### src/rtl/interp_pkg.sv
package interp_pkg;
  typedef enum logic [1:0] {
    ST_CLEAR,
    ST_IDLE,
    ST_RUN,
    ST_DRAIN
  } seq_state_t;
endpackage

### src/rtl/interp_coef_ram.sv
module interp_coef_ram #(
  parameter int AW = 7,
  parameter int W  = 16
) (
  input  logic          clk,
  input  logic          we,
  input  logic [AW-1:0] waddr,
  input  logic [W-1:0]  wdata,
  input  logic [AW-1:0] raddr,
  output logic [W-1:0]  rdata
);
  localparam int DEPTH = 1 << AW;
  logic [W-1:0] mem [DEPTH];

  always_ff @(posedge clk) begin
    if (we) mem[waddr] <= wdata;
    rdata <= mem[raddr];
  end
endmodule

### src/rtl/interp_hist_ram.sv
module interp_hist_ram #(
  parameter int AW = 3,
  parameter int W  = 16
) (
  input  logic          clk,
  input  logic          we,
  input  logic [AW-1:0] waddr,
  input  logic [W-1:0]  wdata,
  input  logic [AW-1:0] raddr,
  output logic [W-1:0]  rdata
);
  localparam int DEPTH = 1 << AW;
  logic [W-1:0] mem [DEPTH];

  always_ff @(posedge clk) begin
    if (we) mem[waddr] <= wdata;
    rdata <= mem[raddr];
  end
endmodule

### src/rtl/interp_mac.sv
module interp_mac #(
  parameter int DW   = 16,
  parameter int CW   = 16,
  parameter int ACCW = 35
) (
  input  logic          clk,
  input  logic          rst,
  input  logic          valid,
  input  logic          first,
  input  logic          last,
  input  logic [CW-1:0] coef,
  input  logic [DW-1:0] sample,
  output logic          done,
  output logic          res_valid,
  output logic [DW-1:0] res_data
);
  localparam int PW = DW + CW;
  localparam logic signed [ACCW-1:0] RND  = ACCW'(1) <<< (CW - 2);
  localparam logic signed [ACCW-1:0] MAXV = (ACCW'(1) <<< (DW - 1)) - ACCW'(1);
  localparam logic signed [ACCW-1:0] MINV = -(ACCW'(1) <<< (DW - 1));

  logic signed [PW-1:0]   prod;
  logic signed [ACCW-1:0] prod_x;
  logic signed [ACCW-1:0] acc;
  logic signed [ACCW-1:0] rounded;
  logic        [DW-1:0]   clipped;

  assign prod    = $signed(coef) * $signed(sample);
  assign prod_x  = {{(ACCW-PW){prod[PW-1]}}, prod};
  assign rounded = (acc + RND) >>> (CW - 1);

  always_comb begin
    if (rounded > MAXV)      clipped = MAXV[DW-1:0];
    else if (rounded < MINV) clipped = MINV[DW-1:0];
    else                     clipped = rounded[DW-1:0];
  end

  always_ff @(posedge clk) begin
    if (rst) begin
      acc       <= '0;
      done      <= 1'b0;
      res_valid <= 1'b0;
      res_data  <= '0;
    end else begin
      done      <= valid && last;
      res_valid <= done;
      if (valid) acc <= (first ? '0 : acc) + prod_x;
      if (done) res_data <= clipped;
    end
  end
endmodule

### src/rtl/interp16_fir.sv
module interp16_fir #(
  parameter int RATIO = 16,
  parameter int TAPS  = 128,
  parameter int DW    = 16,
  parameter int CW    = 16,
  localparam int PW   = $clog2(RATIO),
  localparam int TW   = $clog2(TAPS)
) (
  input  logic          clk,
  input  logic          rst,
  input  logic          in_valid,
  input  logic [DW-1:0] in_left,
  input  logic [DW-1:0] in_right,
  output logic          in_ready,
  input  logic          coef_we,
  input  logic [TW-1:0] coef_waddr,
  input  logic [CW-1:0] coef_wdata,
  output logic          out_valid,
  output logic          out_chan,
  output logic [PW-1:0] out_phase,
  output logic [DW-1:0] out_data
);
  import interp_pkg::*;

  localparam int BRANCH = TAPS / RATIO;
  localparam int BW     = $clog2(BRANCH);
  localparam int ACCW   = DW + CW + BW + 1;
  localparam logic [BW-1:0] K_LAST = BW'(BRANCH - 1);
  localparam logic [PW-1:0] P_LAST = PW'(RATIO - 1);

  seq_state_t    state;
  logic [BW-1:0] wptr, clr_idx, k;
  logic [PW-1:0] phase;
  logic          chan;
  logic          accept, issue;

  logic          hist_we;
  logic [BW-1:0] hist_waddr, hist_raddr;
  logic [DW-1:0] hist_wdata [2];
  logic [DW-1:0] hist_rdata [2];
  logic [TW-1:0] coef_raddr;
  logic [CW-1:0] coef_rdata;

  logic          s1_v, s1_first, s1_last, s1_chan;
  logic [PW-1:0] s1_phase;
  logic          s2_chan;
  logic [PW-1:0] s2_phase;
  logic          mac_done;

  assign in_ready   = (state == ST_IDLE);
  assign accept     = in_ready && in_valid;
  assign issue      = (state == ST_RUN);
  assign hist_we    = (state == ST_CLEAR) || accept;
  assign hist_waddr = (state == ST_CLEAR) ? clr_idx : wptr + BW'(1);
  assign hist_wdata[0] = (state == ST_CLEAR) ? '0 : in_left;
  assign hist_wdata[1] = (state == ST_CLEAR) ? '0 : in_right;
  assign hist_raddr = wptr - k;
  assign coef_raddr = {k, phase};

  // sequencer: tap counter innermost, then channel, then phase
  always_ff @(posedge clk) begin
    if (rst) begin
      state   <= ST_CLEAR;
      wptr    <= '0;
      clr_idx <= '0;
      k       <= '0;
      phase   <= '0;
      chan    <= 1'b0;
    end else begin
      case (state)
        ST_CLEAR: begin
          clr_idx <= clr_idx + BW'(1);
          if (clr_idx == K_LAST) state <= ST_IDLE;
        end
        ST_IDLE: begin
          if (in_valid) begin
            wptr  <= wptr + BW'(1);
            k     <= '0;
            phase <= '0;
            chan  <= 1'b0;
            state <= ST_RUN;
          end
        end
        ST_RUN: begin
          k <= k + BW'(1);
          if (k == K_LAST) begin
            chan <= ~chan;
            if (chan) begin
              phase <= phase + PW'(1);
              if (phase == P_LAST) state <= ST_DRAIN;
            end
          end
        end
        default: begin
          if (out_valid && out_chan && (out_phase == P_LAST)) state <= ST_IDLE;
        end
      endcase
    end
  end

  interp_coef_ram #(.AW(TW), .W(CW)) u_coef (
    .clk   (clk),
    .we    (coef_we),
    .waddr (coef_waddr),
    .wdata (coef_wdata),
    .raddr (coef_raddr),
    .rdata (coef_rdata)
  );

  for (genvar c = 0; c < 2; c++) begin : g_hist
    interp_hist_ram #(.AW(BW), .W(DW)) u_hist (
      .clk   (clk),
      .we    (hist_we),
      .waddr (hist_waddr),
      .wdata (hist_wdata[c]),
      .raddr (hist_raddr),
      .rdata (hist_rdata[c])
    );
  end

  // tags aligned with the RAM read data, then with the MAC result
  always_ff @(posedge clk) begin
    if (rst) begin
      s1_v      <= 1'b0;
      s1_first  <= 1'b0;
      s1_last   <= 1'b0;
      s1_chan   <= 1'b0;
      s1_phase  <= '0;
      s2_chan   <= 1'b0;
      s2_phase  <= '0;
      out_chan  <= 1'b0;
      out_phase <= '0;
    end else begin
      s1_v     <= issue;
      s1_first <= issue && (k == '0);
      s1_last  <= issue && (k == K_LAST);
      s1_chan  <= chan;
      s1_phase <= phase;
      if (s1_v && s1_last) begin
        s2_chan  <= s1_chan;
        s2_phase <= s1_phase;
      end
      if (mac_done) begin
        out_chan  <= s2_chan;
        out_phase <= s2_phase;
      end
    end
  end

  interp_mac #(.DW(DW), .CW(CW), .ACCW(ACCW)) u_mac (
    .clk       (clk),
    .rst       (rst),
    .valid     (s1_v),
    .first     (s1_first),
    .last      (s1_last),
    .coef      (coef_rdata),
    .sample    (s1_chan ? hist_rdata[1] : hist_rdata[0]),
    .done      (mac_done),
    .res_valid (out_valid),
    .res_data  (out_data)
  );
endmodule

### config.mk
export PLATFORM = sky130hd
export DESIGN_NAME = interp16_fir
export DESIGN_NICKNAME = d
export VERILOG_FILES = /design/src/rtl/interp_pkg.sv /design/src/rtl/interp_coef_ram.sv /design/src/rtl/interp_hist_ram.sv /design/src/rtl/interp_mac.sv /design/src/rtl/interp16_fir.sv
export SDC_FILE = /design/constraint.sdc
export NUM_CORES = 2
export LEC_CHECK = 0
export BUFFER_PORTS_ARGS = -buffer_cell sky130_fd_sc_hd__buf_2
export CORE_MARGIN = 5
export CORE_UTILIZATION = 45
export DETAILED_ROUTE_END_ITERATION = 16
export SETUP_SLACK_MARGIN = 0.1
export SLEW_MARGIN = 0
export SYNTH_ARGS = -nofsm -noshare
export SYNTH_HDL_FRONTEND = slang
export SYNTH_SLANG_ARGS = --single-unit
export TNS_END_PERCENT = 5
### constraint.sdc
create_clock -name clk -period 13 [get_ports clk]
set_input_delay 2.6 -clock clk [delete_from_list [all_inputs] [get_ports clk]]
set_output_delay 2.6 -clock clk [all_outputs]
set_load 0.03 [all_outputs]
==> impl_metrics.env <==
export IMPL_postCtsHoldBufs=0
export IMPL_yosys_area_top_type="edfxtp_1"
export IMPL_clock_latency_ps=930
export IMPL_fmax_mhz=102
export IMPL_required_ps=13760
export IMPL_wl_per_cell_um=28.1
export IMPL_slew_headroom_pct=15.3
export IMPL_avgSynthCellArea_um2=19.6
export IMPL_cts_root_buf="clkbuf_16"
export IMPL_crit_buf_inv=4
export IMPL_ys_seq_elements=2440
export IMPL_die_h_um=492
export IMPL_grt_pass1_wl_mm=369
export IMPL_post_cts_buffers=0
export IMPL_netlist_area_mm2=0.105
export IMPL_cp_arrival_ps=10550
export IMPL_yosys_most_used_dff="edfxtp_1"
export IMPL_place_gp_congestion=0.797
export IMPL_synth_top_family_by_area="multiplexers"
export IMPL_cts_tree="built"
export IMPL_drv_cap=0
export IMPL_critPathMaxStageDelay_ps=950
export IMPL_synth_compound_area_share_pct=1.41
export IMPL_num_io_pins=82
export IMPL_synth_xor_area_share_pct=0.711
export IMPL_die_area_mm2=0.242
export IMPL_drc=0
export IMPL_worstMarginPinSlew_ps=1270
export IMPL_core_mm2=0.232
export IMPL_grt_pass1_vias=53012
export IMPL_hp_class="flip-flop to flip-flop"
export IMPL_drt_iter0_drc=4825
export IMPL_postSynth_asyncResetShare_pct=0
export IMPL_viasPerCell=5.75
export IMPL_final_setup_viol_count=0
export IMPL_synth_edf_count=2304
export IMPL_yosysSeqAreaShare_pct=68.7
export IMPL_htreeDepth=5
export IMPL_critPathTopFamily="adder cells"
export IMPL_synthCells=5329
export IMPL_status="finished clean"
export IMPL_grt_usage_pct=20.7
export IMPL_cp_start_kind="flip-flop"
export IMPL_antenna_found_initial=18
export IMPL_syn_num_nets=5783
export IMPL_maxSlewViolCount=0
export IMPL_start_util_pct=45.1
export IMPL_crit_slowest_cell="mux2i_2"
export IMPL_cts_made_buffers=274
export IMPL_hold_viol=0
export IMPL_rows=177
export IMPL_synthMuxAreaShare_pct=16.8
export IMPL_synthAdderAreaFrac_pct=6.61
export IMPL_period_needed_ps=9800
export IMPL_skew_ps=76.1
export IMPL_dp_hpwl_mm=150
export IMPL_layout_commonest_cell="edfxtp_1"
export IMPL_yosysWarnings=0
export IMPL_cts_buffer_depth=4
export IMPL_overflow=0
export IMPL_crit_path_end_kind="flip-flop"
export IMPL_fp_dieW_um=492
export IMPL_synth_area_leaders="edfxtp_1, mux4_2, fa_1, dfxtp_1, ha_1"
export IMPL_finalCritPeriodShare_pct=75.4
export IMPL_fin_tns_setup_ps=0
export IMPL_postRouteAntennaNets=0
export IMPL_cts_sinks=2440
export IMPL_clkTransAtPathRegs_ps=60
export IMPL_rsz0062_at_grt="false"
export IMPL_wl_mm=249
export IMPL_cp_max_fo=17
export IMPL_yosys_area_share_simple_pct=3.62
export IMPL_ys_types=72
export IMPL_yosys_area_top_type_share_pct=66.1
export IMPL_cts_resized=0
export IMPL_nets=6088
export IMPL_worst_setup_path_type="flip-flop to flip-flop"
export IMPL_cpMostUsedCell="fa_1"
export IMPL_grt_start_max_net_pins=108
export IMPL_io_buffers=81
export IMPL_first_pass_iters=8
export IMPL_layout_common_cells="edfxtp_1, mux4_2, inv_1"
export IMPL_vias=50998
export IMPL_syn_to_final_growth_pct=12.8
export IMPL_layout_drive_gt1_share_pct=25.3
[Yosys cell counts (4+ instances only)]
library cell / count
edfxtp_1: 2304
nor3b_1: 6
a21o_1: 21
mux2_2: 60
nand3b_1: 4
nand3_1: 40
nor2b_1: 137
xor2_1: 20
buf_6: 4
a221o_1: 4
a21boi_1: 4
fa_1: 264
o21ai_1: 21
o21a_1: 9
buf_1: 29
and3_1: 15
nor3_1: 14
a31oi_1: 8
nor2_1: 243
a211oi_1: 25
mux2i_1: 38
and4_1: 5
dfxtp_1: 136
and2_1: 71
nand4_1: 11
xnor2_1: 65
nand2b_1: 22
inv_1: 312
or2_1: 8
o21bai_1: 9
a21oi_1: 67
buf_2: 34
clkbuf_1: 180
mux4_2: 736
o211ai_1: 9
a32oi_1: 6
o21ai_0: 12
ha_1: 131
nand2_1: 192
[final timing paths]
kind	startpoint	end	slack (ps)	depth (start not counted)
worst min register to register	s1_phase[3]$_SDFF_PP0_	s2_phase[3]$_SDFFE_PP0P_	470	2
worst max register to register	s1_chan$_SDFF_PP0_	u_mac.acc[35]$_SDFFE_PP0P_	3200	31
worst min-delay path	s1_phase[3]$_SDFF_PP0_	s2_phase[3]$_SDFFE_PP0P_	470	2
worst max-delay path	s1_chan$_SDFF_PP0_	u_mac.acc[35]$_SDFFE_PP0P_	3200	31
[layout make-up]
type | instances | area, um2
inverter | 316 | 1190
tap | 3043 | 3810
timing repair buffer | 279 | 1980
fill | 18495 | 114000
clock buffer | 340 | 7350
clock inverter | 127 | 1100
multi-input combinational | 2323 | 30700
sequential | 2440 | 71900
antenna | 4 | 10.0
[routing by layer]
layer  GRT usage [%]  wire length [um]  share of wire, %  vias to the layer above
met5               0                95             0.038                        -
met1            30.0            107000                43                    27416
met3            3.80             16800               6.7                      324
met4            4.42              4740               1.9                       12
li1                -                 -                 -                    21596
met2            33.3            121000                49                     1650
[worst reg2reg max path, delay by kind of cell (launching register included)]
family	cells	cell delay [ps]
adders and majority gates	8	3780
AOI/OAI and AO/OA	10	2000
and+or+nand+nor	7	1830
muxes	1	960
DFF	1	860
buffers and inverters	4	190
xor gates and xnor gates	1	100
[through the flow]
step                      cell area [um2]  hold slack [ps]  cells  setup slack, ps  utilization [%]
after floorplan                    105000              436   5329             4020                -
final                              118000              473   8872             3200             50.9
after CTS                          118000              471   8868             3240             50.9
after global placement             110000              455   8401             3400             47.2
after detailed placement           110000              463   8401             3180             47.2
after global routing               118000              504   8871             2580             50.9
[cell families after synthesis]
kind of cell | after synthesis
DFF | 2440
muxes | 834
and+or+nand+nor | 784
buffers and inverters | 566
adders and majority gates | 395
AOI/OAI and AO/OA | 225
xor gates and xnor gates | 85
[sequential cells by signal, indices dropped and copies added, names as in the netlist, 2 cells and up]
name and flops:
u_coef.rdata 16, u_coef.mem 2048, g_hist.u_hist.rdata 32, u_mac.acc 36, u_mac.res_data 16, clr_idx 3
phase 4, out_phase 4, wptr 3, s2_phase 4, k 3, g_hist.u_hist.mem 256
state 2, s1_phase 4
Power is not shown: default switching activity piles up to over one toggle a cycle in this logic, so the estimate is an artifact.
